==> src/rtl/sstx_pkg.sv <==
// Shared types for the slot-skipping packet transmitter.
// Assumes one byte slot per clock.
package sstx_pkg;

    // Transmitter sequence phases
    typedef enum logic [2:0] {
        PH_IDLE = 3'd0,
        PH_SOD  = 3'd1,
        PH_BODY = 3'd2,
        PH_EOD  = 3'd3,
        PH_REL  = 3'd4
    } tx_phase_t;

    // Which value a sourced slot carries
    typedef enum logic [1:0] {
        TS_DATA = 2'd0,
        TS_SOD  = 2'd1,
        TS_EOD  = 2'd2,
        TS_NULL = 2'd3
    } tok_sel_t;

endpackage

==> src/rtl/sstx_slot_gate.sv <==
// Slot gate: decides whether the upcoming slot may carry packet bytes.
// Assumes the qualifier flags describe the slot driven in the next clock.
// Frame-sync slots are always usable, so packet traffic keeps a minimum share.
module sstx_slot_gate (
    input  logic slot_free,
    input  logic slot_sync,
    output logic slot_use
);

    // Combine qualifier availability with the sync override
    always_comb begin
        slot_use = slot_free | slot_sync;
    end

endmodule

==> src/rtl/sstx_seq.sv <==
// Packet sequencer: walks start, payload/null fill, end and release.
// It uses only the usable slots and waits in its phase through the others.
// Assumes a first-word-fall-through FIFO; fifo_rd pops at the clock edge.
module sstx_seq
    import sstx_pkg::*;
(
    input  logic      clk,
    input  logic      rst_n,
    input  logic      grant,
    input  logic      slot_use,
    input  logic      fifo_empty,
    input  logic      fifo_last,
    output logic      fifo_rd,
    output logic      tok_valid,
    output tok_sel_t  tok_sel,
    output logic      done_set,
    output logic      busy,
    output tx_phase_t phase
);

    tx_phase_t phase_nx;

    // Next phase and slot token from the current phase and the slot state
    always_comb begin
        phase_nx  = phase;
        fifo_rd   = 1'b0;
        tok_valid = 1'b0;
        tok_sel   = TS_DATA;
        done_set  = 1'b0;
        case (phase)
            PH_IDLE: begin
                if (grant && !fifo_empty) phase_nx = PH_SOD;
            end
            PH_SOD: begin
                if (slot_use) begin
                    tok_valid = 1'b1;
                    tok_sel   = TS_SOD;
                    phase_nx  = PH_BODY;
                end
            end
            PH_BODY: begin
                if (slot_use) begin
                    tok_valid = 1'b1;
                    if (!fifo_empty) begin
                        tok_sel = TS_DATA;
                        fifo_rd = 1'b1;
                        if (fifo_last) phase_nx = PH_EOD;
                    end else begin
                        tok_sel = TS_NULL;
                    end
                end
            end
            PH_EOD: begin
                if (slot_use) begin
                    tok_valid = 1'b1;
                    tok_sel   = TS_EOD;
                    phase_nx  = PH_REL;
                end
            end
            PH_REL: begin
                done_set = 1'b1;
                phase_nx = PH_IDLE;
            end
            default: phase_nx = PH_IDLE;
        endcase
    end

    // Phase register
    always_ff @(posedge clk) begin
        if (!rst_n) phase <= PH_IDLE;
        else        phase <= phase_nx;
    end

    // Packet in progress: a slot token may be pending
    always_comb begin
        busy = (phase == PH_SOD) || (phase == PH_BODY) || (phase == PH_EOD);
    end

    // The FIFO is never read outside the payload phase
    AST_IDLE_NO_POP: assert property (@(posedge clk) disable iff (!rst_n)
        (phase == PH_IDLE) |-> !fifo_rd);

    // Release always follows an end-character slot
    AST_REL_AFTER_EOD: assert property (@(posedge clk) disable iff (!rst_n)
        (phase == PH_EOD && slot_use) |=> (phase == PH_REL));

endmodule

==> src/rtl/sstx_lane.sv <==
// Lane driver: registers the slot value, control flag, odd parity and
// drive enable. Drives zeros whenever it does not source the slot.
// Assumes the token for a slot is presented in the clock before that slot.
module sstx_lane
    import sstx_pkg::*;
#(
    parameter int                DATA_W    = 8,
    parameter logic [DATA_W-1:0] SOD_CODE  = 8'h01,
    parameter logic [DATA_W-1:0] EOD_CODE  = 8'h02,
    parameter logic [DATA_W-1:0] NULL_CODE = 8'h00
) (
    input  logic              clk,
    input  logic              rst_n,
    input  logic              tok_valid,
    input  tok_sel_t          tok_sel,
    input  logic [DATA_W-1:0] payload,
    input  logic              done_set,
    output logic [DATA_W-1:0] bus_data,
    output logic              bus_ctrl,
    output logic              bus_par,
    output logic              bus_oe,
    output logic              done
);

    logic [DATA_W-1:0] code;
    logic              is_ctrl;
    logic              par_odd;

    // Select the slot value and control flag for the pending token
    always_comb begin
        is_ctrl = 1'b1;
        case (tok_sel)
            TS_SOD:  code = SOD_CODE;
            TS_EOD:  code = EOD_CODE;
            TS_NULL: code = NULL_CODE;
            default: begin
                code    = payload;
                is_ctrl = 1'b0;
            end
        endcase
        par_odd = ~(^{code, is_ctrl});
    end

    // Slot output register
    always_ff @(posedge clk) begin
        if (!rst_n) begin
            bus_data <= '0;
            bus_ctrl <= 1'b0;
            bus_par  <= 1'b0;
            bus_oe   <= 1'b0;
            done     <= 1'b0;
        end else begin
            bus_oe <= tok_valid;
            done   <= done_set;
            if (tok_valid) begin
                bus_data <= code;
                bus_ctrl <= is_ctrl;
                bus_par  <= par_odd;
            end else begin
                bus_data <= '0;
                bus_ctrl <= 1'b0;
                bus_par  <= 1'b0;
            end
        end
    end

endmodule

==> src/rtl/sstx_packet_tx.sv <==
// Slot-skipping packet transmitter top.
// Chains the slot gate, the sequencer and the lane driver.
// Assumes grant comes from an external arbiter and the FIFO shows its head
// byte without a read latency.
module sstx_packet_tx
    import sstx_pkg::*;
#(
    parameter int                DATA_W    = 8,
    parameter logic [DATA_W-1:0] SOD_CODE  = 8'h01,
    parameter logic [DATA_W-1:0] EOD_CODE  = 8'h02,
    parameter logic [DATA_W-1:0] NULL_CODE = 8'h00
) (
    input  logic              clk,
    input  logic              rst_n,
    input  logic              grant,
    input  logic              slot_free,
    input  logic              slot_sync,
    input  logic [DATA_W-1:0] fifo_data,
    input  logic              fifo_empty,
    input  logic              fifo_last,
    output logic              fifo_rd,
    output logic [DATA_W-1:0] bus_data,
    output logic              bus_ctrl,
    output logic              bus_par,
    output logic              bus_oe,
    output logic              done
);

    logic      slot_use;
    logic      tok_valid;
    tok_sel_t  tok_sel;
    logic      done_set;
    logic      busy;
    tx_phase_t phase;
    logic      started;

    sstx_slot_gate u_gate (
        .slot_free (slot_free),
        .slot_sync (slot_sync),
        .slot_use  (slot_use)
    );

    sstx_seq u_seq (
        .clk        (clk),
        .rst_n      (rst_n),
        .grant      (grant),
        .slot_use   (slot_use),
        .fifo_empty (fifo_empty),
        .fifo_last  (fifo_last),
        .fifo_rd    (fifo_rd),
        .tok_valid  (tok_valid),
        .tok_sel    (tok_sel),
        .done_set   (done_set),
        .busy       (busy),
        .phase      (phase)
    );

    sstx_lane #(
        .DATA_W    (DATA_W),
        .SOD_CODE  (SOD_CODE),
        .EOD_CODE  (EOD_CODE),
        .NULL_CODE (NULL_CODE)
    ) u_lane (
        .clk       (clk),
        .rst_n     (rst_n),
        .tok_valid (tok_valid),
        .tok_sel   (tok_sel),
        .payload   (fifo_data),
        .done_set  (done_set),
        .bus_data  (bus_data),
        .bus_ctrl  (bus_ctrl),
        .bus_par   (bus_par),
        .bus_oe    (bus_oe),
        .done      (done)
    );

    // Marks that one clean clock has passed since reset, so $past is valid
    always_ff @(posedge clk) begin
        if (!rst_n) started <= 1'b0;
        else        started <= 1'b1;
    end

    AST_SKIP_QUIET: assert property (@(posedge clk) disable iff (!rst_n)
        (started && !$past(slot_use)) |-> !bus_oe);

    AST_SYNC_TAKEN: assert property (@(posedge clk) disable iff (!rst_n)
        (started && $past(slot_sync && busy)) |-> bus_oe);

    AST_POP_IS_PAYLOAD: assert property (@(posedge clk) disable iff (!rst_n)
        (started && $past(fifo_rd)) |-> (bus_oe && !bus_ctrl && bus_data == $past(fifo_data)));

    AST_NULL_FILL: assert property (@(posedge clk) disable iff (!rst_n)
        (started && $past(phase == PH_BODY && slot_use && fifo_empty)) |-> (bus_oe && bus_ctrl && bus_data == NULL_CODE));

    AST_ODD_PARITY: assert property (@(posedge clk) disable iff (!rst_n)
        bus_oe |-> (^{bus_data, bus_ctrl, bus_par} == 1'b1));

    AST_DONE_RELEASED: assert property (@(posedge clk) disable iff (!rst_n)
        done |-> !bus_oe);

    AST_DONE_SINGLE: assert property (@(posedge clk) disable iff (!rst_n)
        done |=> !done);

endmodule

==> config.mk <==
export PLATFORM = sky130hd
export DESIGN_NAME = sstx_packet_tx
export DESIGN_NICKNAME = d
export VERILOG_FILES = /design/src/rtl/sstx_pkg.sv /design/src/rtl/sstx_slot_gate.sv /design/src/rtl/sstx_seq.sv /design/src/rtl/sstx_lane.sv /design/src/rtl/sstx_packet_tx.sv
export SDC_FILE = /design/constraint.sdc
export NUM_CORES = 1
export LEC_CHECK = 0
export ABC_AREA = 1
export CORE_MARGIN = 2
export CORE_UTILIZATION = 46
export DETAILED_ROUTE_END_ITERATION = 16
export PLACE_DENSITY = 0.82
export SKIP_CTS_REPAIR_TIMING = 1
export SYNTH_ARGS = -nofsm -noshare
export SYNTH_HDL_FRONTEND = slang
export SYNTH_HIERARCHICAL = 1
export SYNTH_SLANG_ARGS = --single-unit
export TNS_END_PERCENT = 1
==> constraint.sdc <==
create_clock -name clk -period 4.34 [get_ports clk]
set_input_delay 0.868 -clock clk [delete_from_list [all_inputs] [get_ports clk]]
set_output_delay 0.868 -clock clk [all_outputs]
set_load 0.02 [all_outputs]
After elaboration in Yosys (flattened, before gate mapping)
Index checks and enable logic that the tools add are counted.
- add/subtract/negate cells: 0
- $mul: 0
- div/mod/pow operators: 0
- $lt $le $gt $ge: 0
- equal/unequal tests: 13
- shift-type cells: 0
- multiplexer cells: 20
- bitwise logic cells: 2
- reductions and logical operators: 8
- operators by type and width (kind ; number):
    $pmux 8 s3 ; 1
    $mux 3 ; 6
    $pmux 3 s4 ; 1
    $ne 2x2->1 const B ; 5
    $reduce_xor 9->1 ; 1
    $mux 1 ; 8
    $eq 3x2->1 const B ; 2
    $mux 2 ; 3
    $pmux 2 s3 ; 1
    $reduce_and 6->1 ; 1
    $reduce_or 3->1 ; 2
    $eq 2x2->1 const B ; 2
    $eq 3x1->1 const B ; 1
    $eq 3x3->1 const B ; 1
    $logic_not 3->1 ; 1
    $eq 2x1->1 const B ; 1
    $ne 2x1->1 const B ; 1
    $reduce_and 2->1 ; 1
    $logic_and 1x1->1 ; 1
    $logic_not 1->1 ; 1
    $not 1->1 ; 1
    $or 1x1->1 ; 1
- register bits: 15
- latch bits: 0
- bits in writable memories: 0
- ROM bits: 0
- input port bits: 15
- logic and storage cells: 49
- memories kept: 0

Longest topological paths before layout
Gate-level depths: netlist (run 1).
- depth in word-level cells: 8
- mapped depth: 15

Hierarchy
The synthesis (run 1) kept the hierarchy.
- by module, submodules not included (module ; times used ; cells each ; area an instance (um^2)):
    sstx_lane ; 1 ; 71 ; 526.8
    sstx_seq ; 1 ; 36 ; 222.7
    sstx_slot_gate ; 1 ; 3 ; 11.3

Worst setup path after synthesis (run 1)
OpenSTA, ideal clock, no wires.
- kind: in2out
- from: input slot_free
- to: output fifo_rd
- arrival: 1.622 ns
- slack: 1.850 ns
- stages on the path: 4
- cells stage by stage: inv_1 nand2_1 clkinv_1 nor3_1
- longest elaborated chain between the ends: 3
- RTL lines (element ; RTL line ; source):
    start, declared ; sstx_packet_tx.sv:16 ; input logic slot_free,
    $or 1x1->1 ; sstx_slot_gate.sv:12 ; slot_use = slot_free | slot_sync;
    via slot_use ; sstx_packet_tx.sv:29 ; logic slot_use;
    $mux 1 ; sstx_seq.sv:42 ; if (slot_use) begin
    $mux 1 ; sstx_seq.sv:30 ; case (phase)
    end, declared ; sstx_packet_tx.sv:21 ; output logic fifo_rd,
The timed path passes the listed nets, and every way through them passes these cells.

Final worst setup path (run 1)
Same ends and word-level chain as after synthesis.

==> results.cfg, run 1 <==
[final_layout]
fin_nets = 155
n_antenna_cell = 0
fin_area_sq_mm = 0.00106
area_growth_pct = 40.5
final_util_pct = 69.8
post_route_cells_drive_above_1_share_pct = 12.9
fillers = 117

[placement]
gp_congestion = 0.699
hpwlAfterDp_um = 1280
place.port_buffers = 27
placed_cell_area_sq_mm = 0.00104

[outcome]
status = finished clean

[setup_path]
critical_path_class = input pin to primary output
crit_top_cell = clkdlybuf4s50_1
end_kind = primary output
crit_arrival_ps = 2420
crit_chain = clkdlybuf4s50_1, inv_1, nand2_1, clkinv_1, nor3_1, clkdlybuf4s50_1
required_ps = 3470
slowest_stage = clkdlybuf4s50_1
cp-start-kind = input pin
worstPathMaxFanout = 6
max_stage_delay_ps = 620

[yosys]
synth_nets = 124
synthCells = 109
synth_area_sq_um = 757
avgSynthCellArea_sq_um = 6.94
yosysWarnings = 6

[power_and_ir_drop]
p_total_uw = 589
power_density_mw_per_mm2 = 553
vdd_drop_max_mv = 0.306
leakage_uw = 0.000496

[clocking]
path_clk_slew_ps = 90
h-tree-depth = 1
cts-root-buf = clkbuf_4
clkLatencyLatePin_ps = 280
cts_tree = built
clock_sinks = 15
cts_made_buffers = 3
clockBufferDepth = 2

[sta]
slew_viol_final = 0
fin_crit_ps = 3290
slew_headroom_pct = 52.7
fmax_mhz = 304
worst_pin_slew_ps = 702
grt_setup_unrepaired = no
timing.final.crit_share_pct = 75.8
tns_ps = 0
finalSetupViolCount = 0
skew_ps = 6.37
final_hold_viol_count = 0

[global_route]
met1_usage_pct = 21.2
antenna_found_initial = 0
grt_max_degree = 14
top_usage_layer = met2
grt_usage_pct = 19.2
grt-ovfl-total = 0
use_met3_pct = 7.35
first_global_vias = 661
grt_pass1_wl_um = 2770
grt.met2_usage_pct = 33.0

[die]
die-area_sq_mm = 0.00199
num_rows = 14
initial_core_util_pct = 49.7
coreArea_sq_mm = 0.00152
die_y_um = 44.6
io_pins = 28
die_w_um = 44.6

[route]
drtPass1Iterations = 4
final_antenna_net_count = 0
drt-vias-per-instance = 4.93
drtIter0Drc = 10
drt_wl_total_um = 1650
wire_per_inst_um = 10.6
remaining_drc_errors = 0
via_count = 764

[worst_hold_path]
worstHoldPathType = register to register

[job]
cap_violations = 0
[layout make-up]
cell class	instances	area, sq um	share of cell area, %
Inverter	17	63.8	6.00
Tap cell	16	20.0	1.88
Sequential cell	15	300	28.2
Clock buffer	3	22.5	2.12
Multi-Input combinational cell	76	382	35.9
Clock inverter	1	5.00	0.471
Timing Repair Buffer	27	270	25.4
[state kept, by name, indices dropped and copies added (netlist names)]
register         count
u_lane/bus_oe        1
u_lane/done          1
u_lane/bus_ctrl      1
u_lane/bus_par       1
u_lane/bus_data      8
u_seq/phase          3
[metal layers]
layer	wire (um)	up-vias
met2	861	26
met5	0	-
li1	-	404
met4	16	0
met3	95	2
met1	675	332
[through the flow]
step / hold slack, ps / worst slack [ps] / cells
finish: 562 / 1050 / 155
global route: 573 / 936 / 155
CTS: 553 / 1030 / 155
detailed placement: 540 / 1040 / 151
global placement: 531 / 1080 / 151
floorplan: 509 / 1850 / 109
[worst max-delay path: cells and delay by family]
family / cells / cell delay, ps
buffers and inverters: 4 / 1250
and+or+nand+nor: 2 / 290
[path summary, 6_finish.rpt]
kind | slack (ps) | startpoint | cells past startpoint | end
worst min register to register | 560 | u_seq/phase[0] | 2 | u_seq/phase[0]
worst max register to register | 2210 | u_seq/phase[1] | 11 | u_lane/bus_par
worst max-delay path | 1050 | slot_free | 6 | fifo_rd
worst min-delay path | 560 | u_seq/phase[0] | 2 | u_seq/phase[0]
[report_power, final]
part	internal [uW]	switching, uW
combinational	125	199
sequential	167	18.4
clock	34.2	45.1
[layout by cell type, fill, tap and decap left out, types with 2 or more instances in the layout]
master / instances
nand2_1: 28
clkdlybuf4s50_1: 27
dfxtp_1: 15
nor2_1: 14
inv_1: 12
nand3_1: 5
o21ai_0: 5
nand3b_1: 4
nand2_2: 4
inv_2: 4
clkbuf_4: 3
nand4_1: 3
a21oi_1: 3
nand3b_2: 2
nand3_2: 2
nor3_1: 2
Note: power is estimated with default switching activity, not from simulation.
==> run 2, diff against run 1 <==
Settings changed: CORE_UTILIZATION 46 to 38, PLACE_DENSITY 0.82 to 0.73.
Clock period 4.34 ns to 2.9 ns, I/O delays scaled along.
==> results.cfg, run 2 (synthesis results as in run 1) <==
[outcome]
status = finished clean

[route]
drtPass1Iterations = 4
drtIter0Drc = 12
via_count = 751
drt_wl_total_um = 1430
drt-vias-per-instance = 4.44
remaining_drc_errors = 0
wire_per_inst_um = 8.44
final_antenna_net_count = 0

[setup_path]
end_kind = primary output
worstPathMaxFanout = 2
crit_chain = clkdlybuf4s50_1, inv_1, nand2_1, clkinv_1, nor3_1, clkdlybuf4s50_1
required_ps = 2320
crit_arrival_ps = 2020
slowest_stage = clkdlybuf4s50_1
crit_family = buffers and inverters
cp-start-kind = input pin
critical_path_class = input pin to primary output
max_stage_delay_ps = 630
crit_top_cell = clkdlybuf4s50_1
crit_buf_inv = 4

[placement]
place.port_buffers = 27
gp_congestion = 0.793
placed_cell_area_sq_mm = 0.00107
dp_slack_ps = 276
hpwlAfterDp_um = 1160

[sta]
slew_headroom_pct = 78.9
fin_crit_ps = 2600
finalSetupViolCount = 0
worst_pin_slew_ps = 316
grt_setup_unrepaired = no
tns_ps = 0
fmax_mhz = 384
final_hold_viol_count = 0
setup_ws_ps = 296
timing.final.crit_share_pct = 89.8
skew_ps = 4.10
slew_viol_final = 0

[clocking]
clockBufferDepth = 2
cts-root-buf = clkbuf_4
clkLatencyLatePin_ps = 280
path_clk_slew_ps = 80
cts_made_buffers = 3
clock_sinks = 15
cts_tree = built
h-tree-depth = 1

[die]
io_pins = 28
die_y_um = 48.6
num_rows = 16
die_w_um = 48.6
coreArea_sq_mm = 0.00192
die-area_sq_mm = 0.00236
initial_core_util_pct = 39.4

[final_layout]
fillers = 199
largest_registers = u_lane/bus_data x8, u_seq/phase x3
layout_commonest_cell = nand2_1
post_route_cells_drive_above_1_share_pct = 14.8
largest_reg_flops = 8
layout_common_cells = 28 x nand2_1, 27 x clkdlybuf4s50_1, 15 x dfxtp_1
fin_area_sq_mm = 0.00110
final_util_pct = 57.2
area_growth_pct = 45.3
fin_nets = 158
n_antenna_cell = 0
regMostFlops = u_lane/bus_data

[global_route]
grt-ovfl-total = 0
grt_pass1_wl_um = 2500
first_global_vias = 627
antenna_found_initial = 0
grt_usage_pct = 13.3
grt_max_degree = 14

[power_and_ir_drop]
pwr-share-seq_pct = 31.0
switching_power_uw = 385
leakage_uw = 0.000512
vdd_drop_max_mv = 0.375
switching_share_pct = 43.4
power_density_mw_per_mm2 = 806
p_comb_share_pct = 56.1
intPower_uw = 502
pwr-share-clk_pct = 12.8

[worst_hold_path]
worstHoldPathType = register to register

[job]
cap_violations = 0
## run 2: layout make-up
| cell class | instances | area, sq um | area share [%] |
|---|---|---|---|
| sequential | 15 | 300 | 27.3 |
| clock inverter | 1 | 5.00 | 0.455 |
| multi-input combinational | 76 | 382 | 34.7 |
| tap | 27 | 33.8 | 3.07 |
| timing repair buffer | 30 | 293 | 26.6 |
| clock buffer | 3 | 22.5 | 2.05 |
| inverter | 17 | 63.8 | 5.80 |
## run 2: stage by stage
step	power, uW	cells	hold slack, ps
after floorplan	641	109	509
after CTS	890	169	548
final	886	169	548
after global routing	967	169	609
after detailed placement	775	165	536
after global placement	764	165	533
## run 2: per-layer routing
layer	wire length, um	global-route usage [%]
met1	676	16.5
met2	675	21.5
met3	59	1.85
met4	13	8.57
met5	0	0
## run 2: power by group through the flow
stage / registers, uW / logic (uW) / clock network (uW)
after floorplan: 316 / 325 / 0
after global placement: 280 / 484 / 0
after detailed placement: 280 / 495 / 0
after CTS: 275 / 497 / 118
after global routing: 282 / 562 / 123
final: 275 / 497 / 114
## run 2: worst paths after layout
kind,startpoint,endpoint,slack [ps],cells after the start
hold reg to reg,u_seq/phase[0],u_seq/phase[0],550,2
hold / removal,u_seq/phase[0],u_seq/phase[0],550,2
setup / recovery,slot_free,fifo_rd,300,6
setup reg to reg,u_seq/phase[1],u_lane/bus_par,940,14
## run 2: worst min-delay path, delay by kind of cell (launching register included)
kind,cells,cell delay [ps]
AOI/OAI and AO/OA,1,60
buffers and inverters,1,90
DFF,1,350
